[config.mk]
export PLATFORM = sky130hd
export DESIGN_NAME = wake_release_ctrl
export DESIGN_NICKNAME = d
export VERILOG_FILES = /design/src/rtl/wrc_pkg.sv /design/src/rtl/wrc_pick.sv /design/src/rtl/wrc_setup_timer.sv /design/src/rtl/wake_release_ctrl.sv
export SDC_FILE = /design/constraint.sdc
export NUM_CORES = 1
export LEC_CHECK = 0
export CORE_ASPECT_RATIO = 1.4
export CORE_MARGIN = 5
export CORE_UTILIZATION = 30
export CTS_BUF_LIST = sky130_fd_sc_hd__clkbuf_4 sky130_fd_sc_hd__clkbuf_8
export DETAILED_ROUTE_END_ITERATION = 12
export GPL_TIMING_DRIVEN = 0
export PLACE_DENSITY = 0.59
export SYNTH_ARGS = -nofsm -noshare
export SYNTH_HDL_FRONTEND = slang
export SYNTH_SLANG_ARGS = --single-unit
export TNS_END_PERCENT = 100
[constraint.sdc]
create_clock -name clk -period 3.1 [get_ports clk]
set_input_delay 0.465 -clock clk [delete_from_list [all_inputs] [get_ports clk]]
set_output_delay 0.465 -clock clk [all_outputs]
set_load 0.05 [all_outputs]
[src/rtl/wrc_pkg.sv]
package wrc_pkg;
    typedef enum logic [1:0] {
        ST_RUN   = 2'd0,
        ST_IDLE  = 2'd1,
        ST_SETUP = 2'd2
    } wrc_state_e;

    typedef enum logic [1:0] {
        RES_NONE   = 2'd0,
        RES_BRANCH = 2'd1,
        RES_NEXT   = 2'd2,
        RES_RESET  = 2'd3
    } resume_e;
endpackage

[src/rtl/wrc_pick.sv]
module wrc_pick #(
    parameter int N   = 8,
    parameter int IDW = (N > 1) ? $clog2(N) : 1
) (
    input  logic [N-1:0]   req,
    input  logic [N-1:0]   mask,
    output logic           any,
    output logic [IDW-1:0] idx
);
    logic [N-1:0] live;

    assign live = req & ~mask;

    always_comb begin
        any = 1'b0;
        idx = '0;
        for (int i = N - 1; i >= 0; i--) begin
            if (live[i]) begin
                any = 1'b1;
                idx = IDW'(i);
            end
        end
    end
endmodule

[src/rtl/wrc_setup_timer.sv]
module wrc_setup_timer #(
    parameter int CW = 16
) (
    input  logic          clk,
    input  logic          rst_n,
    input  logic          clr,
    input  logic          load,
    input  logic [CW-1:0] load_val,
    output logic          zero_o
);
    logic [CW-1:0] cnt_d, cnt_q;

    always_comb begin
        cnt_d = cnt_q;
        if (clr)
            cnt_d = '0;
        else if (load)
            cnt_d = load_val;
        else if (cnt_q != '0)
            cnt_d = cnt_q - 1'b1;
    end

    always_ff @(posedge clk or negedge rst_n) begin
        if (!rst_n)
            cnt_q <= '0;
        else
            cnt_q <= cnt_d;
    end

    assign zero_o = (cnt_q == '0);


    load_value_chk: assert property (@(posedge clk) disable iff (!rst_n)
        (load && !clr) |=> (cnt_q == $past(load_val)));


    count_step_chk: assert property (@(posedge clk) disable iff (!rst_n)
        (!load && !clr && !zero_o) |=> (cnt_q == $past(cnt_q) - 1'b1));
endmodule

[src/rtl/wake_release_ctrl.sv]
module wake_release_ctrl
    import wrc_pkg::*;
#(
    parameter int N_IRQ  = 8,
    parameter int PRIO_W = 3,
    parameter int CNT_W  = 16,
    localparam int IDW   = (N_IRQ > 1) ? $clog2(N_IRQ) : 1
) (
    input  logic                    clk,
    input  logic                    rst_n,
    input  logic                    rst_req,
    input  logic                    idle_req,
    input  logic                    pll_cfg,
    input  logic                    nmi,
    input  logic                    nmi_mask,
    input  logic [N_IRQ-1:0]        irq_req,
    input  logic [N_IRQ-1:0]        irq_mask,
    input  logic [N_IRQ*PRIO_W-1:0] irq_prio,
    input  logic [PRIO_W-1:0]       svc_prio,
    input  logic                    in_service,
    input  logic                    int_en,
    input  logic [CNT_W-1:0]        setup_val,
    output logic                    idle_o,
    output logic                    pll_en,
    output logic                    wake_done,
    output logic [1:0]              resume_code,
    output logic                    ack,
    output logic                    ack_nmi,
    output logic [IDW-1:0]          ack_id,
    output logic [N_IRQ-1:0]        pend_o
);
    typedef struct packed {
        wrc_state_e       state;
        logic [N_IRQ-1:0] pend;
        logic             pll_save;
        resume_e          dec_act;
        logic             dec_ack;
        logic             dec_nmi;
        logic [IDW-1:0]   dec_id;
        resume_e          code;
        logic             done;
        logic             ack;
        logic             ack_nmi;
        logic [IDW-1:0]   ack_id;
    } wrc_regs_t;

    wrc_regs_t        r_d, r_q;
    logic [N_IRQ-1:0] pend_all;
    logic             pick_any;
    logic [IDW-1:0]   pick_idx;
    logic [PRIO_W-1:0] pick_prio;
    logic             nmi_wake;
    logic             tmr_load;
    logic             tmr_zero;

    assign pend_all  = r_q.pend | irq_req;
    assign nmi_wake  = nmi & ~nmi_mask;
    assign pick_prio = irq_prio[pick_idx*PRIO_W +: PRIO_W];

    wrc_pick #(.N(N_IRQ), .IDW(IDW)) u_pick (
        .req  (pend_all),
        .mask (irq_mask),
        .any  (pick_any),
        .idx  (pick_idx)
    );

    wrc_setup_timer #(.CW(CNT_W)) u_timer (
        .clk      (clk),
        .rst_n    (rst_n),
        .clr      (rst_req),
        .load     (tmr_load),
        .load_val (setup_val),
        .zero_o   (tmr_zero)
    );

    always_comb begin
        r_d         = r_q;
        r_d.pend    = pend_all;
        r_d.done    = 1'b0;
        r_d.ack     = 1'b0;
        r_d.ack_nmi = 1'b0;
        tmr_load    = 1'b0;
        unique case (r_q.state)
            ST_RUN: begin
                r_d.pll_save = pll_cfg;
                if (idle_req)
                    r_d.state = ST_IDLE;
            end
            ST_IDLE: begin
                if (nmi_wake || pick_any) begin
                    r_d.state   = ST_SETUP;
                    tmr_load    = 1'b1;
                    r_d.dec_nmi = nmi_wake;
                    r_d.dec_id  = pick_idx;
                    if (nmi_wake) begin
                        r_d.dec_ack = 1'b1;
                        r_d.dec_act = RES_BRANCH;
                    end else if (!int_en) begin
                        r_d.dec_ack = 1'b0;
                        r_d.dec_act = RES_NEXT;
                    end else if (in_service && !(pick_prio > svc_prio)) begin
                        r_d.dec_ack = 1'b0;
                        r_d.dec_act = RES_NEXT;
                    end else begin
                        r_d.dec_ack = 1'b1;
                        r_d.dec_act = RES_BRANCH;
                    end
                end
            end
            ST_SETUP: begin
                if (tmr_zero) begin
                    r_d.state   = ST_RUN;
                    r_d.done    = 1'b1;
                    r_d.code    = r_q.dec_act;
                    r_d.ack     = r_q.dec_ack;
                    r_d.ack_nmi = r_q.dec_ack & r_q.dec_nmi;
                    r_d.ack_id  = r_q.dec_nmi ? '0 : r_q.dec_id;
                    if (r_q.dec_ack && !r_q.dec_nmi)
                        r_d.pend[r_q.dec_id] = 1'b0;
                end
            end
            default: r_d.state = ST_RUN;
        endcase
        if (rst_req) begin
            r_d      = '0;
            r_d.code = RES_RESET;
        end
    end

    always_ff @(posedge clk or negedge rst_n) begin
        if (!rst_n) begin
            r_q      <= '0;
            r_q.code <= RES_RESET;
        end else begin
            r_q <= r_d;
        end
    end

    assign idle_o      = (r_q.state == ST_IDLE);
    assign pll_en      = (r_q.state == ST_IDLE) ? 1'b0 : r_q.pll_save;
    assign wake_done   = r_q.done;
    assign resume_code = r_q.code;
    assign ack         = r_q.ack;
    assign ack_nmi     = r_q.ack_nmi;
    assign ack_id      = r_q.ack_id;
    assign pend_o      = r_q.pend;


    idle_entry_chk: assert property (@(posedge clk) disable iff (!rst_n)
        (r_q.state == ST_RUN && idle_req && !rst_req) |=> idle_o);


    masked_stay_chk: assert property (@(posedge clk) disable iff (!rst_n)
        (idle_o && !rst_req && !(nmi && !nmi_mask)
         && ((irq_req | pend_o) & ~irq_mask) == '0) |=> idle_o);


    done_pulse_chk: assert property (@(posedge clk) disable iff (!rst_n)
        wake_done |=> !wake_done);


    ack_branch_chk: assert property (@(posedge clk) disable iff (!rst_n)
        ack |-> (wake_done && resume_code == RES_BRANCH));


    nmi_ack_chk: assert property (@(posedge clk) disable iff (!rst_n)
        ack_nmi |-> ack);


    soft_reset_chk: assert property (@(posedge clk) disable iff (!rst_n)
        rst_req |=> (!idle_o && !wake_done && !ack && pend_o == '0
                     && resume_code == RES_RESET));
endmodule

==> results by group <==
Die
  – Full die area: between 0.01 and 0.015 mm^2
  – Number of I/O pins: 86
  – Initial cell density of the core: 30.9%
  – Core Rows: between 40 and 50
  – Height of the chip: between 100 and 150 um
  – Die X-Extent: roughly 90 um
  – Core Area: between 0.009 and 0.01 mm^2

Synthesis
  – Post-synthesis sequential area ratio: between 30% and 40%
  – Number of warnings printed during yosys synthesis: 0
  – Area contributors post-synth: sky130_fd_sc_hd__dfrtp_1 (35%), sky130_fd_sc_hd__a211oi_1 (5.4%), sky130_fd_sc_hd__nor2_1 (4.8%)
  – Synth async-reset ratio: 100%
  – Total standard cell area after synthesis: ~0.0028 mm^2
  – Number of synthesized flops with an enable pin: 0
  – Distinct cell type count of the synthesized netlist: 62
  – Mapped Nets: 340
  – Post-Synthesis Mean Instance Area: between 10 and 15 um^2
  – Most instantiated flip-flop cell in the synthesis netlist: sky130_fd_sc_hd__dfrtp_1
  – Synthesis-stage register bit count: just over 40
  – Number of instances in the synthesized netlist: 268
  – Largest area contributor in the netlist: sky130_fd_sc_hd__dfrtp_1
  – Fraction of synthesized cell area taken by the top area cell type: roughly a third

Worst setup path
  – Kind of critical path: in -> reg
  – Critical-path top delay cell: sky130_fd_sc_hd__mux4_2
  – Crit path cell chain: clkdlybuf4s15_1, o21ba_4, o211ai_4, a21oi_4, mux4_2, mux2_4, ha_4, nor2b_4, o21ai_1, a31oi_1, or3_1, and2_1
  – CP startpoint kind: input port
  – Required time reported for the critical path endpoint: ~3.3 ns
  – Slowest stage delay, CP: 0.51 ns
  – Worst Setup End Kind: register
  – Maximum fanout along the worst path: 4
  – Critical path data arrival time: 3.20 ns

Finish
  – Fraction of layout cells with a size suffix above 1: a little over a quarter
  – Number of nets in the layout: about 450
  – Layout Area Growth over Synthesis: 49.6%
  – Antenna cell count: 0

Power and ir drop
  – Power per cell area: 505 mW/mm^2
  – Cell leakage power: between 1.5 and 2 nW
  – Total chip power: between 2 and 2.5 mW
  – Worst IR Drop VDD: 0.000447 V

GRT
  – Number of global-route vias before repair: 2596
  – Total congestion overflow: 0
  – Largest net degree at the start of global routing: 23
  – First-pass GRT wire length: between 10000 and 15000 um
  – Global Route Usage Sum: roughly 14%
  – Initial antenna violation count: 0

Drt
  – First drt pass iteration count: 4
  – DRT antenna net count: 0
  – Final Routed Wirelength: just under 8000 um
  – Average wire per cell in the routed design: 16.1 um
  – Drt via density: 4.97
  – Detailed-route DRC error count: 0
  – Detailed Route Iter0 Violations: just over 70
  – Number of vias in the routed layout: 2422

STA
  – Max Freq: roughly 330 MHz
  – Slew of the pin with the lowest slew margin: between 0.5 and 0.6 ns
  – Worst-case setup margin in the final layout: 0.0941 ns
  – Part of the cycle the worst path needs: between 90% and 100%
  – Max-slew violation total from the final report: 0
  – Post-layout min period: 3.01 ns
  – Worst-case clock skew: between 0.008 and 0.009 ns
  – Number of endpoints failing setup at the final stage: 0
  – Count of endpoints failing hold in the final timing report: 0
  – Relative slew margins: 63.5%

Place
  – Hpwl dp: 6000 um
  – Dpl ws: -0.688 ns
  – Input/output buffers: 84
  – Routability congestion estimate from global placement: 0.791

Clock tree
  – Buffer depth of the longest clock path: 2
  – CTS tree: yes
  – CTS Root Buffer Type: sky130_fd_sc_hd__clkbuf_8
  – Cts hold-fix bufs: 0
  – CTS buffer count: 5
  – Number of H-tree branching levels: 2
  – Clock edge transition at the registers on the reported setup and hold paths: around 0.09 ns
  – Sinks on the clock net: 41
  – Latest clock arrival within the worst-skew pair: around 0.3 ns

Min path
  – Type of the tightest min-delay check: in -> async

Flow run
  – Number of max-capacitance violations reported: 0

Status
  – Outcome: completed
[per-stage QoR]
step                util (%)  std cells  hold WS (ns)  cell area [um^2]  TNS (ns)
CTS                     45.4        484         0.142              4100         0
detailed placement      41.9        460         0.459              3780     -1.33
global placement        41.7        459         0.495              3760     -1.29
global route            46.2        487         0.164              4170   -0.0123
floorplan                  -        268         0.169              2790         0
finish                  46.2        487         0.128              4170         0
[sequential cells by signal (all words and copies together), names as in the netlist]
register and flops:
u_timer.cnt_q 16, r_q 9, pend_o 8, ack_id 3, resume_code 2, ack 1, ack_nmi 1, wake_done 1
[logic make-up after synthesis]
family,Yosys count,synth area share (%)
AND/OR/NAND/NOR,96,20.7
AO/OA/AOI/OAI,70,22.3
flip-flops,41,36.9
buffers and inverters,31,7.14
XOR/XNOR,14,4.40
multiplexers,12,6.83
adder cells (fa/ha/maj),4,1.80
[power breakdown]
part | leakage [nW] | internal, mW | total [mW] | switching, mW
sequential | 0.538 | 0.634 | 0.772 | 0.138
combinational | 1.13 | 0.505 | 0.966 | 0.461
clock | 0.0408 | 0.168 | 0.367 | 0.200
[cells in the mapped netlist (4+ instances only)]
| cell | number |
|---|---|
| sky130_fd_sc_hd__nor2b_1 | 6 |
| sky130_fd_sc_hd__nand2_1 | 13 |
| sky130_fd_sc_hd__or3_1 | 4 |
| sky130_fd_sc_hd__mux2i_1 | 4 |
| sky130_fd_sc_hd__xnor2_1 | 8 |
| sky130_fd_sc_hd__nor4_4 | 4 |
| sky130_fd_sc_hd__inv_1 | 8 |
| sky130_fd_sc_hd__buf_4 | 13 |
| sky130_fd_sc_hd__a211oi_2 | 4 |
| sky130_fd_sc_hd__buf_6 | 4 |
| sky130_fd_sc_hd__xor2_1 | 6 |
| sky130_fd_sc_hd__nor2_1 | 36 |
| sky130_fd_sc_hd__a211oi_1 | 20 |
| sky130_fd_sc_hd__nor3_1 | 8 |
| sky130_fd_sc_hd__ha_1 | 4 |
| sky130_fd_sc_hd__a21oi_1 | 10 |
| sky130_fd_sc_hd__dfrtp_1 | 39 |
| sky130_fd_sc_hd__mux4_1 | 4 |
[final cells by class]
cell class	instances	area, um^2
fill	882	4860
clock buffer	6	76.3
inverter	8	30.0
sequential	41	1030
timing repair buffer	104	1020
tap	107	134
clock inverter	2	15.0
buffer	23	169
multi-input combinational	196	1700
[path summary, 6_finish.rpt]
check,slack (ns),to,from,cells after the start
max,0.09,r_q[13],irq_mask[7],12
min,0.13,u_timer.cnt_q[6],rst_n,1
max reg2reg,0.13,r_q[13],pend_o[5],11
min reg2reg,0.50,r_q[24],r_q[25],1
max in group asynchronous,2.49,r_q[25],rst_n,2
min in group clk,0.50,r_q[24],r_q[25],1
[critical path: cells and delay by family]
kind	cells	cell delay, ns
fa+ha+maj	1	0.25
mux	2	0.81
buf+inv	1	0.26
compound gates	5	0.80
simple gates	3	0.62
[layout by cell type, fill, tap and decap left out, types with 3 or more instances in the layout]
| cell | synthesis | final |
|---|---|---|
| sky130_fd_sc_hd__a31oi_1 | 3 | 3 |
| sky130_fd_sc_hd__nor4_4 | 4 | 5 |
| sky130_fd_sc_hd__clkbuf_1 | 3 | 3 |
| sky130_fd_sc_hd__nand3_1 | 3 | 3 |
| sky130_fd_sc_hd__xor2_1 | 6 | 6 |
| sky130_fd_sc_hd__mux2i_1 | 4 | 3 |
| sky130_fd_sc_hd__a211oi_2 | 4 | 4 |
| sky130_fd_sc_hd__mux4_2 | 0 | 4 |
| sky130_fd_sc_hd__dlygate4sd2_1 | 0 | 8 |
| sky130_fd_sc_hd__nor3_1 | 8 | 8 |
| sky130_fd_sc_hd__buf_6 | 4 | 5 |
| sky130_fd_sc_hd__a21oi_1 | 10 | 10 |
| sky130_fd_sc_hd__a211oi_1 | 20 | 20 |
| sky130_fd_sc_hd__nor2b_1 | 6 | 5 |
| sky130_fd_sc_hd__or3_1 | 4 | 4 |
| sky130_fd_sc_hd__nand2_1 | 13 | 12 |
| sky130_fd_sc_hd__inv_1 | 8 | 8 |
| sky130_fd_sc_hd__clkbuf_8 | 0 | 5 |
| sky130_fd_sc_hd__nor2_1 | 36 | 35 |
| sky130_fd_sc_hd__buf_4 | 13 | 31 |
| sky130_fd_sc_hd__xnor2_1 | 8 | 8 |
| sky130_fd_sc_hd__clkdlybuf4s50_1 | 0 | 67 |
| sky130_fd_sc_hd__dfrtp_1 | 39 | 39 |
| sky130_fd_sc_hd__buf_2 | 3 | 4 |
| sky130_fd_sc_hd__dlymetal6s2s_1 | 0 | 7 |
| sky130_fd_sc_hd__o21bai_4 | 2 | 6 |
[routing by layer]
layer  track usage [%]  part of all wire, %
met5                 0                    0
met4              3.94                 0.97
met3              3.20                  5.9
met2              26.8                   54
met1              14.9                   40
[what timing repair did]
action | CTS | global route
setup buffers | 16 | 4
setup endpoints to repair | 2 | 2
pin swaps | 11 | 13
resized for setup | 36 | 12
(Power assumes the default switching activity.)
